**src/rtl/codec_idx_regs.sv**
```systemverilog
module codec_idx_regs #(
  parameter int NREG = 32
) (
  input  logic       clk,
  input  logic       rst_n,
  input  logic       wr_en,
  input  logic [1:0] addr,
  input  logic [7:0] wdata,
  output logic [7:0] rdata,
  input  logic       play_done,
  output logic       dma_req,
  output logic       irq,
  output logic       fmt_xtal,
  output logic [2:0] fmt_rate,
  output logic       fmt_stereo,
  output logic [2:0] fmt_code,
  output logic       fmt_err
);
  localparam int IW = $clog2(NREG);
  localparam logic [IW-1:0] IX_FMT = IW'(8);
  localparam logic [IW-1:0] IX_CFG = IW'(9);
  localparam logic [IW-1:0] IX_ERR = IW'(11);
  localparam logic [IW-1:0] IX_MOD = IW'(12);
  localparam logic [IW-1:0] IX_RS0 = IW'(18);
  localparam logic [IW-1:0] IX_RS1 = IW'(20);
  localparam logic [IW-1:0] IX_ALT = IW'(24);
  localparam logic [IW-1:0] IX_RS2 = IW'(28);

  logic [7:0]    rf [NREG];
  logic [7:0]    idx_q;
  logic          int_q;
  logic          dma_q;
  logic          ext;
  logic          mce;
  logic          pmce;
  logic [IW-1:0] ia;
  logic [7:0]    fmt_part;

  assign ext      = rf[IX_MOD][6];
  assign mce      = idx_q[6];
  assign pmce     = rf[IX_ALT][3];
  assign ia       = ext ? idx_q[IW-1:0] : {1'b0, idx_q[IW-2:0]};
  assign fmt_part = {wdata[7:4], rf[IX_FMT][3:0]};

  function automatic logic bad_fmt(input logic [7:0] f, input logic m2);
    logic [2:0] c;
    c = m2 ? f[7:5] : {1'b0, f[6:5]};
    return (c == 3'd4) || (c == 3'd5) || (c == 3'd7);
  endfunction

  always_ff @(posedge clk or negedge rst_n) begin
    if (!rst_n) begin
      for (int i = 0; i < NREG; i++) rf[i] <= '0;
      idx_q <= '0;
      int_q <= 1'b0;
      dma_q <= 1'b0;
    end else begin
      if (wr_en) begin
        case (addr)
          2'd0: idx_q <= {1'b0, wdata[6:0]};
          2'd1: begin
            case (ia)
              IX_FMT: begin
                if (mce) begin
                  rf[IX_FMT] <= wdata;
                  dma_q      <= rf[IX_CFG][0] & ~bad_fmt(wdata, ext);
                end else if (pmce) begin
                  rf[IX_FMT] <= fmt_part;
                  dma_q      <= rf[IX_CFG][0] & ~bad_fmt(fmt_part, ext);
                end
              end
              IX_CFG: begin
                rf[IX_CFG] <= wdata & 8'hDF;
                if (!wdata[6]) dma_q <= wdata[0] & ~bad_fmt(rf[IX_FMT], ext);
              end
              IX_ERR, IX_RS0, IX_RS1, IX_RS2: ;
              IX_MOD: rf[IX_MOD] <= {1'b0, wdata[6], 6'b0};
              IX_ALT: begin
                rf[IX_ALT] <= wdata;
                if (rf[IX_ALT][4] && !wdata[4]) int_q <= 1'b0;
              end
              default: rf[ia] <= wdata;
            endcase
          end
          2'd2: begin
            int_q           <= 1'b0;
            rf[IX_ALT][6:4] <= 3'b000;
          end
          default: ;
        endcase
      end
      if (play_done) begin
        int_q         <= 1'b1;
        rf[IX_ALT][4] <= 1'b1;
      end
    end
  end

  always_comb begin
    case (addr)
      2'd0:    rdata = idx_q;
      2'd1:    rdata = rf[ia];
      2'd2:    rdata = {7'b0, int_q};
      default: rdata = 8'h00;
    endcase
  end

  assign dma_req    = dma_q;
  assign irq        = int_q;
  assign fmt_xtal   = rf[IX_FMT][0];
  assign fmt_rate   = rf[IX_FMT][3:1];
  assign fmt_stereo = rf[IX_FMT][4];
  assign fmt_code   = ext ? rf[IX_FMT][7:5] : {1'b0, rf[IX_FMT][6:5]};
  assign fmt_err    = bad_fmt(rf[IX_FMT], ext);
endmodule

```
**config.mk**
```make
export PLATFORM = sky130hd
export DESIGN_NAME = codec_idx_regs
export DESIGN_NICKNAME = d
export VERILOG_FILES = /design/src/rtl/codec_idx_regs.sv
export SDC_FILE = /design/constraint.sdc
export NUM_CORES = 1
export LEC_CHECK = 0
export BUFFER_PORTS_ARGS = -buffer_cell sky130_fd_sc_hd__clkbuf_2
export CAP_MARGIN = 5
export CORE_MARGIN = 2
export CORE_UTILIZATION = 25
export DETAILED_ROUTE_END_ITERATION = 7
export GPL_ROUTABILITY_DRIVEN = 0
export PLACE_DENSITY_LB_ADDON = 0.15
export SYNTH_ARGS = -nofsm -noshare
export SYNTH_HDL_FRONTEND = slang
export SYNTH_SLANG_ARGS = --single-unit
```
**constraint.sdc**
```tcl
create_clock -name clk -period 5.55 [get_ports clk]
set_clock_uncertainty 0.1 [all_clocks]
set_input_delay 1.11 -clock clk [delete_from_list [all_inputs] [get_ports clk]]
set_output_delay 1.11 -clock clk [all_outputs]
set_load 0.02 [all_outputs]
```
## After elaboration in Yosys (flattened, before gate mapping)

Index checks and enable logic that the tools add are counted.

| word-level totals | value |
|---|---|
| register bits | 265 |
| input bits | 14 |
| logic and storage cells | 131 |

| cells by class | value |
|---|---|
| magnitude comparators | 2 |
| eq/ne operators | 23 |
| muxes and demuxes | 30 |
| bitwise gates (word level) | 10 |
| reduce and logical (&&, ||, !) cells | 28 |

Operator list:

| cell | number |
|---|---|
| 256-bit bitwise mux | 1 |
| 8-bit case mux with 2 select lines | 4 |
| 61-bit two-way mux | 1 |
| 60-bit two-way mux | 1 |
| 56-bit two-way mux | 1 |
| 8-bit binary-select mux with 5-bit select | 1 |
| 8-bit demux with 5-bit select | 1 |
| 8-bit two-way mux | 5 |
| 7-bit OR reduction | 4 |
| 8-bit case mux with 3 select lines | 1 |
| 5-bit by 4-bit equality test with 1-bit output, second input constant | 4 |
| 5-bit equality test, second input constant | 4 |
| 3-bit equality test, second input constant | 6 |
| 3-bit AND reduction | 6 |
| 4-bit AND reduction | 3 |
| 3-bit != test, second input constant | 3 |
| 1-bit two-way mux | 8 |
| 8-bit OR reduction | 1 |
| 1-bit NOT | 7 |
| 6-bit >= comparator, second input constant | 1 |
| 6-bit by 1-bit less-than comparator with 1-bit output, second input constant | 1 |
| 3-bit two-way mux | 2 |
| 2-bit != test, second input constant | 3 |
| 5-bit NOT with 6-bit output | 1 |
| 15 further kinds | 23 |

## Longest topological paths before layout

| depth | value |
|---|---|
| word-level depth | 11 |
| depth in mapped cells | 8 |

## Worst setup path after synthesis

OpenSTA, ideal clock, no wires.

| path | value |
|---|---|
| path kind | input-to-output |
| start | in addr[1] |
| end | out rdata[4] |
| arrival time | 3.003 ns |
| data required time | 4.340 ns |
| slack | 1.337 ns |
| cell stages on the path | 7 |
| path buffers | 2 |
| path through | buf_4 nor2_1 clkbuf_1 o21ai_0 o221ai_1 a221oi_1 a2111oi_0 |

| between the ends | value |
|---|---|
| longest elaborated chain between the ends | 2 |
| elaborated cells on any way between the ends | 4 |
| those cells by class | eq/ne: 2; mux: 1; reduce/logical: 1 |

Ends and longest elaborated chain:

| what | line | source |
|---|---|---|
| from (decl) | 7 | `input logic [1:0] addr,` |
| 2-bit equality test (tied with other cells) | 100 | `case (addr)` |
| 8-bit case mux with 3 select lines (*) | 100 |  |
| to (decl) | 9 | `output logic [7:0] rdata,` |

Mark *: on every way between the ends. The rest lies on a longest branch, timed or not.

## Final worst setup path

| path | value |
|---|---|
| start | reg idx_q[0] |
| end | out rdata[3] |

| between the ends | value |
|---|---|
| longest elaborated chain between the ends | 6 |

Ends and longest elaborated chain:

| what | line | source |
|---|---|---|
| from (decl) | 30 | `logic [7:0] idx_q;` |
| from (signal assigned) | 60 | `2'd0: idx_q <= {1'b0, wdata[6:0]};` |
| 5-bit two-way mux | 42 | `assign ia = ext ? idx_q[IW-1:0] : {1'b0, idx_q[IW-2:0]};` |
| 5-bit NOT with 6-bit output (implied by the code) | 102 | `2'd1: rdata = rf[ia];` |
| 8-bit binary-select mux with 5-bit select | 102 |  |
| 8-bit two-way mux (implied by the code) (2 in a row) | 102 |  |
| 8-bit case mux with 3 select lines | 100 |  |

No other way between the ends. The select of a mux whose other input is x is not followed.

==> impl_results.md <==
* Unrepaired setup endpoints after global routing: false
* Routed wire per std cell at 23.6 um
* Post-synthesis adder-cell area fraction at 0%
* Worst Path Arrival at 3.57 ns
* Simple-gate share of the synthesized area at 6.46%
* Comb pwr share at 18.5%
* TritonRoute pass-1 iters at 7
* Vias per cell at 4.64
* Hold_buf cts at 0
* Hold path start: rf[160]
* Worst VDD drop at 0.244 mV
* Final nets at 893
* Synth Area in Compound Gates at 5.14%
* TritonCTS Sinks at 265
* Area growth from synthesis to layout at 12.8%
* Outcome: finished clean
* Die height at 228 um
* Sw frac at 28.9%
* Worst r2r src: idx_q[0]
* Worst R2R End: rf[49]
* Clock slew at reported path FFs at 0.06 ns
* Worst Tran Pin Value at 0.964 ns
* Lkg Pwr at 6.42 nW
* CTS tree: built
* Max Cap Viol at 0
* Post-Synthesis Cells at 894
* # setup viols final at 0
* Vias in the first global route at 7875
* DRC Markers at 0
* Synth area leaders: dfrtp_1, mux2_2, mux4_2, mux2i_1, mux4_1
* Post-DP HPWL at 24.0 mm
* Setup_tns at 0 ns
* Flop pwr share at 45.1%
* PnR Total Power at 5.37 mW
* Overall Global Routing Usage at 14.4%
* Post-synth EDFFs at 0
* Main synth FF type: dfrtp_1
* Final Max Tran Viols at 0
* Post-synthesis mux area share at 30.6%
* H-tree lvl count at 1
* Crit path top cell by count: buf_4
* Cell Chain, Critical Path: buf_4 > mux4_1 > a22oi_1 > o221ai_1 > a221oi_1 > a2111oi_0 > buf_4 > clkbuf_2
* Syn nets at 908
* Hold/Removal Path Class: reg -> reg
* Leading area contributor after synthesis: dfrtp_1
* Clock power share at 36.4%
* DR iter-0 viols at 347
* Pin count of the biggest net entering global routing at 108
* Final Hold Viols at 0
* Power per cell area at 380 mW/mm2
* Crit-path leading delay family: flip-flops
* TritonCTS Buffers at 31
* Distinct cells, synth at 61
* Hold Slack at 0.270 ns
* Clock latency on the worst-skew pair at 0.57 ns
* Post-route worst setup slack at 0.772 ns
* Normalized max-slew margin at 35.4%
* Worst setup path class: reg -> out
* Min cycle time layout at 4.78 ns
* Crit. End Element: output port
* Largest family of logic cells by synthesized area: multiplexers
* Synth top area share at 53.0%
* Gr ovfl total at 0
* Crit path max fanout at 43
* Maximum clock rate at 209 MHz
* Commonest non-fill, non-tap cells in the layout: dfrtp_1, mux2_2, nand2_1
* Hold path endpoint: rf[160]
* Final non-filler cell total at 1575
* Die ar. at 0.0519 mm2
* Commonest non-fill, non-tap cell in the layout: dfrtp_1
* Row count at 82
* Core area at 0.0498 mm2
* Net Sw Power at 1.55 mW
* Dpl ws at 1.13 ns
* Worst-case reg-to-reg path depth at 6
* Post-route ant nets at 0
* Period utilization at 86.1%
* CP peak stage delay at 0.98 ns
* CTS resizes at 0
* Post-synth ARST share at 100%
* Layout cell share with drive strength beyond 1 at 42.7%
* Worst R2R Setup Slack at 2.40 ns
* Yosys warning total at 0
* Mapped cell area at 0.0125 mm2
* P_int at 3.82 mW
* Post-Synth XOR/XNOR Area at 0%
* Vias at 7314
* CP max stage cell: dfrtp_4
* First-pass GRT wire length at 56.3 mm
* Initial antenna violation count at 0
* Inst Count DP at 1518
* Syn Area/Cell at 14.0 um2
* FF+latch count, synth at 265
* Starting Density at 25.2%
* WL final at 37.1 mm
* Clock root buffer master: clkbuf_16
* Crit path buf inv count at 3
* Crit start category: flip-flop
* CTS Buffer Depth at 3
* Die X at 228 um
* Min-Delay Path Depth at 0
* Setup Buffers After CTS at 0
* Critical Path RT at 4.34 ns
* Seq/Total Area, Yosys at 53.0%
* Io pins at 33
* Port Buffer Count at 32
[stage by stage]
step,area (um2),utilization (%)
finish,14100,28.4
floorplan,12500,-
detailed placement,13100,26.4
CTS,14100,28.4
global placement,13100,26.4
global route,14100,28.4
[cells by family after synthesis]
logic type | Yosys count
muxes | 299
DFF | 265
and+or+nand+nor | 137
buffers and inverters | 106
AOI/OAI and AO/OA | 87
[Yosys cell counts, types with 3 or more instances]
cell type	number
buf_2	12
clkbuf_1	58
mux2i_1	36
a211oi_1	7
mux2_2	221
a21oi_1	13
o21ai_0	15
nor2_4	6
nand2_1	47
buf_12	4
buf_1	5
inv_1	6
a311oi_1	3
nor2_1	13
nor3_4	3
o221ai_1	4
a221oi_1	9
buf_4	10
o311ai_0	4
o22ai_1	5
nor3_1	3
nor2b_1	11
buf_6	8
a31oi_1	3
dfrtp_1	265
a2111oi_0	4
mux4_1	11
nand3_1	10
nor2_2	12
mux4_2	31
nand2b_1	4
and2_1	11
[sequential cells by signal, indices dropped and copies added, names as in the netlist]
register,count
ext,1
irq,1
fmt_rate,3
dma_req,1
idx_q,7
pmce,1
rf,249
fmt_xtal,1
fmt_stereo,1
[power groups by stage]
stage               Combinational [mW]  Sequential [mW]  Clock, mW
floorplan                        0.783             2.32          0
global placement                  1.00             2.46          0
detailed placement                1.01             2.46          0
CTS                               1.01             2.42       2.02
global route                      1.07             2.46       2.10
finish                           0.993             2.42       1.96
[worst max path at each step]
stage          startpoint       end  cells after the start
2_1_floorplan     addr[1]  rdata[4]                      7
3_3_place_gp      addr[1]  rdata[5]                      7
3_5_place_dp      addr[1]  rdata[5]                      7
4_1_cts          idx_q[0]  rdata[5]                      6
5_1_grt          idx_q[0]  rdata[4]                      6
6_report         idx_q[0]  rdata[3]                      8
[cell type report]
class	count	area [um2]
antenna	1	2.50
clock buffer	50	937
clock inverter	6	33.8
fill	5048	35600
inverter	6	22.5
multi-input combinational	523	5290
sequential	265	6640
tap	672	841
timing repair buffer	52	358
[per-layer routing]
metal | GRT usage (%) | vias to the layer above | wire [um]
met1 | 20.9 | 3904 | 18100
met2 | 22.7 | 139 | 16900
met3 | 2.00 | 45 | 1380
met4 | 3.31 | 0 | 666
met5 | 0 | - | 0
li1 | - | 3226 | -
Note: power is estimated with default switching activity, not from simulation.
